--- src/rtl/pulse_tally_pkg.sv ---
package pulse_tally_pkg;

   typedef enum logic [1:0] {
      DEC_QUAD   = 2'd0,
      DEC_PDIR   = 2'd1,
      DEC_UPDN   = 2'd2,
      DEC_SINGLE = 2'd3
   } dec_mode_e;

   typedef enum logic [1:0] {
      CLR_MARK_HALT = 2'd0,
      CLR_SW_ONLY   = 2'd1,
      CLR_MARK_KEEP = 2'd2,
      CLR_RSVD      = 2'd3
   } clr_policy_e;

   localparam logic [2:0] WS_TGT_VAL  = 3'd0;
   localparam logic [2:0] WS_TGT_TAG  = 3'd1;
   localparam logic [2:0] WS_WIN_LO   = 3'd2;
   localparam logic [2:0] WS_WIN_HI   = 3'd3;
   localparam logic [2:0] WS_WIN_TAG  = 3'd4;
   localparam logic [2:0] WS_TGT_NUM  = 3'd5;
   localparam logic [2:0] WS_RING_MAX = 3'd6;
   localparam logic [2:0] WS_PRESET   = 3'd7;

endpackage

--- src/rtl/pulse_tally_dec.sv ---
module pulse_tally_dec
   import pulse_tally_pkg::*;
(
   input  logic       clk,
   input  logic       rst_n,
   input  logic       in_a,
   input  logic       in_b,
   input  logic [1:0] mode,
   output logic       step_up,
   output logic       step_dn
);

   logic a_p, b_p;
   logic a_chg, b_chg, a_rise, b_rise;
   dec_mode_e mode_e;

   assign mode_e = dec_mode_e'(mode);
   assign a_chg  = in_a ^ a_p;
   assign b_chg  = in_b ^ b_p;
   assign a_rise = in_a & ~a_p;
   assign b_rise = in_b & ~b_p;

   always_ff @(posedge clk or negedge rst_n) begin
      if (!rst_n) begin
         a_p <= 1'b0;
         b_p <= 1'b0;
      end else begin
         a_p <= in_a;
         b_p <= in_b;
      end
   end

   always_comb begin
      step_up = 1'b0;
      step_dn = 1'b0;
      unique case (mode_e)
         DEC_QUAD: begin
            if (a_chg ^ b_chg) begin
               step_up = in_a ^ b_p;
               step_dn = ~(in_a ^ b_p);
            end
         end
         DEC_PDIR: begin
            step_up = a_rise & in_b;
            step_dn = a_rise & ~in_b;
         end
         DEC_UPDN: begin
            step_up = a_rise & ~b_rise;
            step_dn = b_rise & ~a_rise;
         end
         DEC_SINGLE: begin
            step_up = a_rise;
         end
         default: ;
      endcase
   end

   // quadrature decoding never yields both directions at once
   AST_DEC_EXCL: assert property (@(posedge clk) disable iff (!rst_n)
      !(step_up && step_dn));

   // single-phase decoding never counts down
   AST_SINGLE_NO_DN: assert property (@(posedge clk) disable iff (!rst_n)
      (mode_e == DEC_SINGLE) |-> !step_dn);

endmodule

--- src/rtl/pulse_tally_core.sv ---
module pulse_tally_core
   import pulse_tally_pkg::*;
#(
   parameter int CNT_W = 32
)(
   input  logic             clk,
   input  logic             rst_n,
   input  logic             step_up,
   input  logic             step_dn,
   input  logic             in_z,
   input  logic             ring_en,
   input  logic [1:0]       rst_method,
   input  logic             sw_reset,
   input  logic             ring_max_we,
   input  logic             preset_we,
   input  logic [CNT_W-1:0] wr_data,
   output logic [CNT_W-1:0] cnt_q,
   output logic             ovf_q,
   output logic             unf_q,
   output logic             z_halt
);

   localparam logic [CNT_W-1:0] MAX_POS = {1'b0, {(CNT_W-1){1'b1}}};
   localparam logic [CNT_W-1:0] MIN_NEG = {1'b1, {(CNT_W-1){1'b0}}};
   localparam logic [CNT_W-1:0] ONE     = {{(CNT_W-1){1'b0}}, 1'b1};

   logic             z_p;
   logic             z_rise;
   logic             clr;
   logic [CNT_W-1:0] ring_max_q;
   clr_policy_e      pol;

   assign pol    = clr_policy_e'(rst_method);
   assign z_rise = in_z & ~z_p;
   assign clr    = sw_reset | (z_rise & ((pol == CLR_MARK_HALT) | (pol == CLR_MARK_KEEP)));
   assign z_halt = z_rise & (pol == CLR_MARK_HALT);

   always_ff @(posedge clk or negedge rst_n) begin
      if (!rst_n) begin
         z_p        <= 1'b0;
         ring_max_q <= '1;
      end else begin
         z_p <= in_z;
         if (ring_max_we) ring_max_q <= wr_data;
      end
   end

   always_ff @(posedge clk or negedge rst_n) begin
      if (!rst_n) begin
         cnt_q <= '0;
         ovf_q <= 1'b0;
         unf_q <= 1'b0;
      end else if (clr) begin
         cnt_q <= '0;
         ovf_q <= 1'b0;
         unf_q <= 1'b0;
      end else if (preset_we) begin
         cnt_q <= wr_data;
      end else if (step_up) begin
         if (ring_en) begin
            cnt_q <= (cnt_q >= ring_max_q) ? '0 : cnt_q + ONE;
         end else if (cnt_q == MAX_POS) begin
            ovf_q <= 1'b1;
         end else begin
            cnt_q <= cnt_q + ONE;
         end
      end else if (step_dn) begin
         if (ring_en) begin
            cnt_q <= (cnt_q == '0) ? ring_max_q : cnt_q - ONE;
         end else if (cnt_q == MIN_NEG) begin
            unf_q <= 1'b1;
         end else begin
            cnt_q <= cnt_q - ONE;
         end
      end
   end

   // In linear mode the count moves by exactly one unless cleared or preset
   AST_UNIT_STEP: assert property (@(posedge clk) disable iff (!rst_n)
      (!$past(clr) && !$past(preset_we) && !$past(ring_en) && (cnt_q != $past(cnt_q)))
      |-> (((cnt_q - $past(cnt_q)) == ONE) || (($past(cnt_q) - cnt_q) == ONE)));

   AST_OVF_STICKY: assert property (@(posedge clk) disable iff (!rst_n)
      ($past(ovf_q) && !$past(clr)) |-> ovf_q);

   AST_UNF_STICKY: assert property (@(posedge clk) disable iff (!rst_n)
      ($past(unf_q) && !$past(clr)) |-> unf_q);

   AST_RING_BOUND: assert property (@(posedge clk) disable iff (!rst_n)
      (ring_en && $past(ring_en) && !$past(ring_max_we) && !$past(preset_we)
       && ($past(cnt_q) <= ring_max_q)) |-> (cnt_q <= ring_max_q));

   AST_CLR_ZERO: assert property (@(posedge clk) disable iff (!rst_n)
      $past(clr) |-> (cnt_q == '0 && !ovf_q && !unf_q));

endmodule

--- src/rtl/pulse_tally_cmp.sv ---
module pulse_tally_cmp
   import pulse_tally_pkg::*;
#(
   parameter int CNT_W     = 32,
   parameter int TGT_DEPTH = 48,
   parameter int RNG_NUM   = 8,
   parameter int TAG_W     = 8,
   parameter int ADDR_W    = 6
)(
   input  logic               clk,
   input  logic               rst_n,
   input  logic [CNT_W-1:0]   cnt,
   input  logic               start,
   input  logic               stop,
   input  logic               range_mode,
   input  logic               wr_en,
   input  logic [2:0]         wr_sel,
   input  logic [ADDR_W-1:0]  wr_addr,
   input  logic [CNT_W-1:0]   wr_data,
   output logic               run_q,
   output logic               match_valid,
   output logic [TAG_W-1:0]   match_tag,
   output logic [RNG_NUM-1:0] range_hit
);

   localparam int              RNG_AW  = $clog2(RNG_NUM);
   localparam logic [ADDR_W:0] NUM_MAX = (ADDR_W+1)'(TGT_DEPTH);
   localparam logic [ADDR_W:0] ONE_P   = {{ADDR_W{1'b0}}, 1'b1};

   logic [CNT_W-1:0]  tgt_val [TGT_DEPTH];
   logic [TAG_W-1:0]  tgt_tag [TGT_DEPTH];
   logic [CNT_W-1:0]  win_lo  [RNG_NUM];
   logic [CNT_W-1:0]  win_hi  [RNG_NUM];
   logic [TAG_W-1:0]  win_tag [RNG_NUM];
   logic [ADDR_W:0]   tgt_num_q;
   logic [ADDR_W-1:0] ptr_q;

   logic               ptr_ok, ptr_last, tgt_hit;
   logic [RNG_NUM-1:0] win_in, hit_d, enter;
   logic [RNG_AW-1:0]  enc;

   // ---------------- table writes ----------------
   always_ff @(posedge clk or negedge rst_n) begin
      if (!rst_n) begin
         for (int i = 0; i < TGT_DEPTH; i++) begin
            tgt_val[i] <= '0;
            tgt_tag[i] <= '0;
         end
         for (int j = 0; j < RNG_NUM; j++) begin
            win_lo[j]  <= '0;
            win_hi[j]  <= '1;
            win_tag[j] <= '0;
         end
         tgt_num_q <= '0;
      end else if (wr_en) begin
         unique case (wr_sel)
            WS_TGT_VAL: if (int'(wr_addr) < TGT_DEPTH) tgt_val[wr_addr] <= wr_data;
            WS_TGT_TAG: if (int'(wr_addr) < TGT_DEPTH) tgt_tag[wr_addr] <= wr_data[TAG_W-1:0];
            WS_WIN_LO:  if (int'(wr_addr) < RNG_NUM) win_lo[wr_addr[RNG_AW-1:0]] <= wr_data;
            WS_WIN_HI:  if (int'(wr_addr) < RNG_NUM) win_hi[wr_addr[RNG_AW-1:0]] <= wr_data;
            WS_WIN_TAG: if (int'(wr_addr) < RNG_NUM) win_tag[wr_addr[RNG_AW-1:0]] <= wr_data[TAG_W-1:0];
            WS_TGT_NUM: tgt_num_q <= (wr_data[ADDR_W:0] > NUM_MAX) ? NUM_MAX : wr_data[ADDR_W:0];
            default: ;
         endcase
      end
   end

   // ---------------- list compare ----------------
   assign ptr_ok   = ({1'b0, ptr_q} < tgt_num_q);
   assign ptr_last = (({1'b0, ptr_q} + ONE_P) >= tgt_num_q);
   assign tgt_hit  = run_q && !stop && !start && !range_mode && ptr_ok
                     && (cnt == tgt_val[ptr_q]);

   // ---------------- window compare ----------------
   for (genvar w = 0; w < RNG_NUM; w++) begin : g_win
      assign win_in[w] = ($signed(cnt) >= $signed(win_lo[w]))
                      && ($signed(cnt) <= $signed(win_hi[w]));
      assign hit_d[w]  = run_q && !stop && range_mode && win_in[w];
   end

   assign enter = hit_d & ~range_hit;

   always_comb begin
      enc = '0;
      for (int k = RNG_NUM - 1; k >= 0; k--) begin
         if (enter[k]) enc = RNG_AW'(k);
      end
   end

   // ---------------- state ----------------
   always_ff @(posedge clk or negedge rst_n) begin
      if (!rst_n) begin
         run_q       <= 1'b0;
         ptr_q       <= '0;
         range_hit   <= '0;
         match_valid <= 1'b0;
         match_tag   <= '0;
      end else begin
         if (stop)       run_q <= 1'b0;
         else if (start) run_q <= 1'b1;

         if (start || !ptr_ok) ptr_q <= '0;
         else if (tgt_hit)     ptr_q <= ptr_last ? '0 : ptr_q + 1'b1;

         range_hit   <= hit_d;
         match_valid <= tgt_hit | (|enter);
         if (tgt_hit)     match_tag <= tgt_tag[ptr_q];
         else if (|enter) match_tag <= win_tag[enc];
      end
   end

   AST_IDLE_QUIET: assert property (@(posedge clk) disable iff (!rst_n)
      !$past(run_q) |-> (!match_valid && (range_hit == '0)));

   AST_LIST_ADVANCE: assert property (@(posedge clk) disable iff (!rst_n)
      (match_valid && !$past(range_mode) && !$past(start) && ($past(tgt_num_q) > ONE_P))
      |-> (ptr_q != $past(ptr_q)));

   AST_WIN_EVENT: assert property (@(posedge clk) disable iff (!rst_n)
      (match_valid && $past(range_mode)) |-> ((range_hit & ~$past(range_hit)) != '0));

endmodule

--- src/rtl/pulse_tally.sv ---
module pulse_tally
   import pulse_tally_pkg::*;
#(
   parameter int CNT_W     = 32,
   parameter int TGT_DEPTH = 48,
   parameter int RNG_NUM   = 8,
   parameter int TAG_W     = 8,
   parameter int ADDR_W    = 6
)(
   input  logic               clk,
   input  logic               rst_n,
   input  logic               in_a,
   input  logic               in_b,
   input  logic               in_z,
   input  logic [1:0]         dec_mode,
   input  logic               ring_en,
   input  logic [1:0]         rst_method,
   input  logic               sw_reset,
   input  logic               cmp_start,
   input  logic               cmp_stop,
   input  logic               cmp_range_mode,
   input  logic               wr_en,
   input  logic [2:0]         wr_sel,
   input  logic [ADDR_W-1:0]  wr_addr,
   input  logic [CNT_W-1:0]   wr_data,
   output logic [CNT_W-1:0]   count,
   output logic               ovf_flag,
   output logic               unf_flag,
   output logic               cmp_active,
   output logic               match_valid,
   output logic [TAG_W-1:0]   match_tag,
   output logic [RNG_NUM-1:0] range_hit
);

   if (CNT_W < 8 || CNT_W > 64) begin : g_bad_cnt_w
      $error("pulse_tally: CNT_W out of supported range");
   end
   if (TGT_DEPTH < 1 || TGT_DEPTH > (1 << ADDR_W)) begin : g_bad_depth
      $error("pulse_tally: TGT_DEPTH does not fit ADDR_W");
   end
   if (RNG_NUM < 2 || RNG_NUM > (1 << ADDR_W)) begin : g_bad_rng
      $error("pulse_tally: RNG_NUM out of supported range");
   end
   if (TAG_W < 1 || TAG_W > CNT_W) begin : g_bad_tag
      $error("pulse_tally: TAG_W out of supported range");
   end

   logic step_up, step_dn, z_halt;
   logic ring_max_we, preset_we;

   assign ring_max_we = wr_en && (wr_sel == WS_RING_MAX);
   assign preset_we   = wr_en && (wr_sel == WS_PRESET);

   pulse_tally_dec u_dec (
      .clk     (clk),
      .rst_n   (rst_n),
      .in_a    (in_a),
      .in_b    (in_b),
      .mode    (dec_mode),
      .step_up (step_up),
      .step_dn (step_dn)
   );

   pulse_tally_core #(.CNT_W(CNT_W)) u_core (
      .clk         (clk),
      .rst_n       (rst_n),
      .step_up     (step_up),
      .step_dn     (step_dn),
      .in_z        (in_z),
      .ring_en     (ring_en),
      .rst_method  (rst_method),
      .sw_reset    (sw_reset),
      .ring_max_we (ring_max_we),
      .preset_we   (preset_we),
      .wr_data     (wr_data),
      .cnt_q       (count),
      .ovf_q       (ovf_flag),
      .unf_q       (unf_flag),
      .z_halt      (z_halt)
   );

   pulse_tally_cmp #(
      .CNT_W     (CNT_W),
      .TGT_DEPTH (TGT_DEPTH),
      .RNG_NUM   (RNG_NUM),
      .TAG_W     (TAG_W),
      .ADDR_W    (ADDR_W)
   ) u_cmp (
      .clk         (clk),
      .rst_n       (rst_n),
      .cnt         (count),
      .start       (cmp_start),
      .stop        (cmp_stop | z_halt),
      .range_mode  (cmp_range_mode),
      .wr_en       (wr_en),
      .wr_sel      (wr_sel),
      .wr_addr     (wr_addr),
      .wr_data     (wr_data),
      .run_q       (cmp_active),
      .match_valid (match_valid),
      .match_tag   (match_tag),
      .range_hit   (range_hit)
   );

   AST_STOP_WINS: assert property (@(posedge clk) disable iff (!rst_n)
      (cmp_stop || z_halt) |=> !cmp_active);

endmodule

--- config.mk ---
export PLATFORM = sky130hd
export DESIGN_NAME = pulse_tally
export DESIGN_NICKNAME = d
export VERILOG_FILES = /design/src/rtl/pulse_tally_pkg.sv /design/src/rtl/pulse_tally_dec.sv /design/src/rtl/pulse_tally_core.sv /design/src/rtl/pulse_tally_cmp.sv /design/src/rtl/pulse_tally.sv
export SDC_FILE = /design/constraint.sdc
export NUM_CORES = 2
export LEC_CHECK = 0
export BUFFER_PORTS_ARGS = -buffer_cell sky130_fd_sc_hd__buf_2
export CORE_MARGIN = 4
export CORE_UTILIZATION = 35
export CTS_CLUSTER_SIZE = 10
export DETAILED_ROUTE_END_ITERATION = 16
export SLEW_MARGIN = 20
export SYNTH_ARGS = -nofsm -noshare
export SYNTH_HDL_FRONTEND = slang
export SYNTH_SLANG_ARGS = --single-unit
--- constraint.sdc ---
create_clock -name clk -period 5.4 [get_ports clk]
set_input_delay 0.81 -clock clk [delete_from_list [all_inputs] [get_ports clk]]
set_output_delay 0.81 -clock clk [all_outputs]
set_load 0.005 [all_outputs]
Yosys cells after proc, flatten, opt, wreduce, memory -nomap -nowiden
Index checks and enable logic that the tools add are counted.
{"block": "word_totals", "register_bits": 2596, "word_cells": 330}
{"block": "classes", "order_cmp": 28, "n_bitwise": 30, "reduce_logical": 53, "n_eq_ne": 19, "muxes": 63, "add_sub_neg": 4}
{"op": "$bwmux W1536", "n": 1}
{"op": "$bwmux W256", "n": 2}
{"op": "$mux W32", "n": 14}
{"op": "$bwmux W384", "n": 1}
{"op": "$ge A32 B32 Y1", "n": 9}
{"op": "$le A32 B32 Y1", "n": 8}
{"op": "$bmux W32 S6", "n": 1}
{"op": "$demux W32 S6", "n": 1}
{"op": "$demux W32 S3", "n": 1}
{"op": "$bwmux W64", "n": 1}
{"op": "$mux W8", "n": 8}
{"op": "$bmux W8 S6", "n": 1}
{"op": "$demux W8 S6", "n": 1}
{"op": "$add A32 B1 Y32 const B", "n": 1}
{"op": "$eq A32 B31 Y1 const B", "n": 1}
{"op": "$eq A32 B32 Y1", "n": 1}
{"op": "$eq A32 B32 Y1 const B", "n": 1}
{"op": "$logic_not A32 Y1", "n": 1}
{"op": "$sub A32 B1 Y32 const B", "n": 1}
{"op": "$logic_and A1 B1 Y1", "n": 26}
{"op": "$bmux W8 S3", "n": 1}
{"op": "$demux W8 S3", "n": 1}
{"op": "$mux W3", "n": 8}
{"op": "$mux W6", "n": 3}
{"op": "41 further kinds", "n": 103}

Longest topological paths before layout
{"block": "logic_depth", "depth_word": 23, "mapped_depth": 19, "depth_no_buf": 13}

Hierarchy
From an unflattened synthesis, not the netlist that was laid out.
{"block": "unflattened", "hier_cells": 10261, "area_unflattened_um2": 129719.4}
{"mod": "pulse_tally_cmp", "cells_per_inst": 9541, "n_inst": 1, "area_each_um2": 123972.6}
{"mod": "pulse_tally_core", "cells_per_inst": 689, "n_inst": 1, "area_each_um2": 5461.5}
{"mod": "pulse_tally_dec", "cells_per_inst": 28, "n_inst": 1, "area_each_um2": 259.0}
{"mod": "pulse_tally", "cells_per_inst": 3, "n_inst": 1, "area_each_um2": 26.3}

Worst setup path after synthesis
No wires, ideal clock.
{"block": "synth_path", "path_kind": "register -> register", "from": "reg u_core.cnt_q[23]", "to": "reg u_cmp.match_tag[4]", "arrival_ps": 3953, "synth_period_minus_slack_ps": 4030, "path_slack_ps": 1370, "path_stages_with_launch": 15, "path_cell_list": "dfrtp_1 ha_1 a211oi_1 o21ai_1 o221a_2 or4_1 o211a_1 nor4b_1 clkbuf_1 a211o_1 clkbuf_1 nand3_1 mux2i_1 a311oi_1 a21oi_1"}
{"block": "synth_between", "elab_chain_cells": 18, "elab_cells_between_ends": 51}
{"item": "start, declared", "line": "pulse_tally_core.sv:17", "source": "output logic [CNT_W-1:0] cnt_q,"}
{"item": "start signal, assigned", "line": "pulse_tally_core.sv:58", "source": "cnt_q <= wr_data;"}
{"item": "start signal, assigned", "line": "pulse_tally_core.sv:61", "source": "cnt_q <= (cnt_q >= ring_max_q) ? '0 : cnt_q + ONE;"}
{"item": "start signal, assigned", "line": "pulse_tally_core.sv:65", "source": "cnt_q <= cnt_q + ONE;"}
{"item": "$ge A32 B32 Y1 or $le A32 B32 Y1 (tied branches)", "line": "pulse_tally_cmp.sv:76, pulse_tally_cmp.sv:77"}
{"item": "$logic_and A1 B1 Y1", "line": "pulse_tally_cmp.sv:77", "source": "&& ($signed(cnt) <= $signed(win_hi[w]));"}
{"item": "$logic_and A1 B1 Y1", "line": "pulse_tally_cmp.sv:78", "source": "assign hit_d[w] = run_q && !stop && range_mode && win_in[w];"}
{"item": "$and A8 B8 Y8", "line": "pulse_tally_cmp.sv:81", "source": "assign enter = hit_d & ~range_hit;"}
{"item": "$mux W3 (8 in series)", "line": "pulse_tally_cmp.sv:86", "source": "if (enter[k]) enc = RNG_AW'(k);"}
{"item": "$not A3 Y4 (implied by the code)", "line": "pulse_tally_cmp.sv:108", "source": "else if (|enter) match_tag <= win_tag[enc];"}
{"item": "$bmux W8 S3", "line": "pulse_tally_cmp.sv:108"}
{"item": "$mux W8 (implied by the code) (2 in series)", "line": "pulse_tally_cmp.sv:108"}
{"item": "$mux W8", "line": "pulse_tally_cmp.sv:108"}
{"item": "$mux W8", "line": "pulse_tally_cmp.sv:107", "source": "if (tgt_hit) match_tag <= tgt_tag[ptr_q];"}
{"item": "end signal, assigned", "line": "pulse_tally_cmp.sv:107"}
{"item": "end signal, assigned", "line": "pulse_tally_cmp.sv:108"}
{"item": "end, declared", "line": "pulse_tally_cmp.sv:22", "source": "output logic [TAG_W-1:0] match_tag,"}
Several ways; a longest one is shown, not always the timed one. The select of a mux whose other input is x is not followed.
A chain may end at the register's enable or synchronous reset.

Worst setup path after layout
{"block": "layout_path", "from": "reg u_core.cnt_q[4]", "to": "reg u_cmp.match_tag[3]"}
The elaborated chain is that of the path after synthesis.

==> results.sh <==
export IMPL_via_per_inst=5.706
export IMPL_core_sq_mm=0.3700
export IMPL_synth_compound_area_share_pct=5.714
export IMPL_rsz0062_at_grt="no"
export IMPL_power_density_mw_per_mm2=313.3
export IMPL_synth_nets=10600
export IMPL_max_cap_violations=0
export IMPL_antenna_found_initial=39
export IMPL_io_pins=108
export IMPL_seq_area_frac_synth_pct=50.09
export IMPL_synth_top_family_by_area="multiplexers"
export IMPL_vias=86560
export IMPL_ir_drop_mv=0.2328
export IMPL_fin_skew_ns=0.05110
export IMPL_dpl_hpwl_um=270900
export IMPL_cts_sinks=2596
export IMPL_io_buffers=107
export IMPL_slew_headroom_pct=15.77
export IMPL_worstPathMaxFanout=10
export IMPL_drt_total_wl_um=423500
export IMPL_routedWlPerCell_um=27.91
export IMPL_grt_overflow_total=0
export IMPL_avgSynthCellArea_sq_um=13.07
export IMPL_synthAdderAreaFrac_pct=5.460
export IMPL_drc_errors=0
export IMPL_root_buffer="clkbuf_16"
export IMPL_period_minus_slack_ns=5.120
export IMPL_tightest_slew_ns=1.252
export IMPL_p_total_mw=46.11
export IMPL_crit_required_ns=6.14
export IMPL_ant_nets=0
export IMPL_grt_max_degree=168
export IMPL_ys_flop_type="dfrtp_1"
export IMPL_gr_usage_all_layers_pct=21.75
export IMPL_netlist_area_sq_mm=0.1304
export IMPL_synth_seq_cells=2596
export IMPL_cts_setup_buffers=0
export IMPL_slew_violations=0
export IMPL_synth_top_cell_area_share_pct=44.29
export IMPL_grt_pass1_wl_um=623700
export IMPL_critPathLaunchType="flip-flop"
export IMPL_ys_warn_count=0
export IMPL_cts_resized=0
export IMPL_finalNetCount=10670
export IMPL_rows=223
export IMPL_ys_types=89
export IMPL_place_worst_setup_slack_ns=0.3146
export IMPL_die_area_sq_mm=0.3824
export IMPL_drt_pass1_iterations=8
export IMPL_synth_simple_gate_area_share_pct=4.784
export IMPL_synthTopCellsByArea="dfrtp_1 (44%), mux2_2 (20%), mux4_2 (8.7%)"
export IMPL_die_w_um=618.4
export IMPL_synthArstFlopShare_pct=100.0
export IMPL_cp_arrival_ns=5.86
export IMPL_cts_htree_levels=5
export IMPL_place_gp_congestion=0.9343
export IMPL_muxShareOfSynthArea_pct=29.45
export IMPL_area_growth_pct=12.86
export IMPL_drtIter0Drc=7423
export IMPL_post_route_util_pct=39.78
export IMPL_initial_core_util_pct=35.24
export IMPL_synth_edf_count=0
export IMPL_fp_dieH_um=618.4
export IMPL_critPathCaptureType="flip-flop"
export IMPL_clock_path_buffers=4
export IMPL_cts_made_buffers=309
export IMPL_grt_pass1_vias=90440
export IMPL_hold_path_class="primary input to flip-flop"
export IMPL_clkLatencyLatePin_ns=0.92
export IMPL_yosysTopAreaCell="dfrtp_1"
export IMPL_ctsHoldBuffers=2
export IMPL_cts_tree="built"
export IMPL_fin_ws_ns=0.2796
export IMPL_status="completed"
export IMPL_synth_cells=9978
export IMPL_synth_xor_area_share_pct=0.3493
export IMPL_clk_pin_slew_ns=0.06
export IMPL_p_leak_nw=70.63
export IMPL_drive_gt1_share_pct=40.07
export IMPL_setup_tns_final_ns=0
export IMPL_fmax_mhz=195.3
export IMPL_crit_type="flip-flop to flip-flop"
export IMPL_finalCritPeriodShare_pct=94.82
export IMPL_hold_violations=0
export IMPL_setup_viol=0
-- per-stage QoR --
stage,cell area (sq um),hold WS [ns],std cells
detailed placement,138200,0.4866,14680
CTS,147100,0.004667,15150
finish,147200,0.08288,15170
global placement,138200,0.4809,14680
floorplan,130400,0.4708,9978
global route,147100,0.06539,15160
-- area by class of cell --
| class | count | area (sq um) |
|---|---|---|
| clock buffers | 431 | 8434 |
| repair buffers | 508 | 4352 |
| clock inverters | 30 | 404.1 |
| fillers | 34300 | 222800 |
| diodes | 24 | 60.06 |
| well taps | 4950 | 6193 |
| multi-input cells | 6031 | 60090 |
| flip-flops and latches | 2596 | 65380 |
| inverters | 601 | 2261 |
-- power by group --
| group | leakage, nW | internal [mW] | switching (mW) |
|---|---|---|---|
| registers | 35.0 | 20.2 | 0.623 |
| clock network | 4.28 | 10.9 | 8.22 |
| logic | 31.3 | 2.37 | 3.87 |
-- worst max-delay path: stages (launching register included) --
cell       delay, ns
dfrtp_2         0.59
buf_4           0.31
ha_1            0.23
a21oi_1         0.14
nor2_1          0.06
a2111oi_0       0.75
a2bb2oi_1       0.20
nor4_1          0.28
o211ai_1        0.40
o32ai_1         0.92
a311oi_4        0.21
or2_2           0.41
a311oi_1        0.36
a21oi_1         0.11
-- path summary, 6_finish.rpt --
kind / from / to / slack (ns) / cells past startpoint
setup / recovery: u_core.cnt_q[4] / u_cmp.match_tag[3] / 0.28 / 13
hold / removal: cmp_stop / u_cmp.run_q / 0.08 / 2
setup reg to reg: u_core.cnt_q[4] / u_cmp.match_tag[3] / 0.28 / 13
hold reg to reg: u_cmp.tgt_val[1192] / u_cmp.tgt_val[1192] / 0.50 / 1
max in group asynchronous: rst_n / u_cmp.tgt_val[1070] / 3.27 / 4
min in group asynchronous: rst_n / u_cmp.win_lo[60] / 0.37 / 2
-- routing by layer --
layer	share of wire (%)	GRT usage, %	up-vias
li1	-	-	36360
met1	42	28.84	46150
met2	47	35.42	3075
met3	5.8	3.015	974
met4	4.9	9.876	8
met5	0.014	0	-
-- cells in the mapped netlist (all sizes together), types with 63 or more instances --
master	instances
inv	597
mux2i	129
a21o	64
nand4	123
nor2	229
dfstp	288
o21ai	393
mux4	502
nand2	539
nor3	73
buf	199
clkbuf	551
ha	569
mux2	2291
a22oi	63
a21oi	262
dfrtp	2308
nand3	105
-- sequential cells by signal (all words and copies together), names as in the netlist, 7 cells and up --
| name | flops |
|---|---|
| u_cmp.tgt_tag | 384 |
| u_core.ring_max_q | 32 |
| u_cmp.tgt_num_q | 7 |
| u_cmp.win_lo | 256 |
| u_cmp.range_hit | 8 |
| u_cmp.tgt_val | 1536 |
| u_cmp.win_tag | 64 |
| u_cmp.match_tag | 8 |
| u_core.cnt_q | 32 |
| u_cmp.win_hi | 256 |
-- kinds of logic (layout without fill, tap and decap cells) --
kind of cell	after synthesis	after routing
muxes	2922	2922
and+or+nand+nor	1310	1310
xor gates and xnor gates	52	52
adders and majority gates	569	569
AOI/OAI and AO/OA	1178	1178
DFF	2596	2596
other	0	24
buffers and inverters	1351	1570
-- cell usage in the layout, fill, tap and decap left out, types with 129 or more instances in the layout --
| cell | n |
|---|---|
| buf_4 | 354 |
| mux2_2 | 2291 |
| nor2_1 | 186 |
| mux2i_1 | 129 |
| nand2_1 | 523 |
| inv_1 | 596 |
| dfstp_2 | 288 |
| ha_1 | 569 |
| o21ai_0 | 386 |
| a21oi_1 | 262 |
| dfrtp_1 | 2271 |
| mux4_2 | 502 |
| clkbuf_16 | 312 |
(Power assumes the default switching activity.)
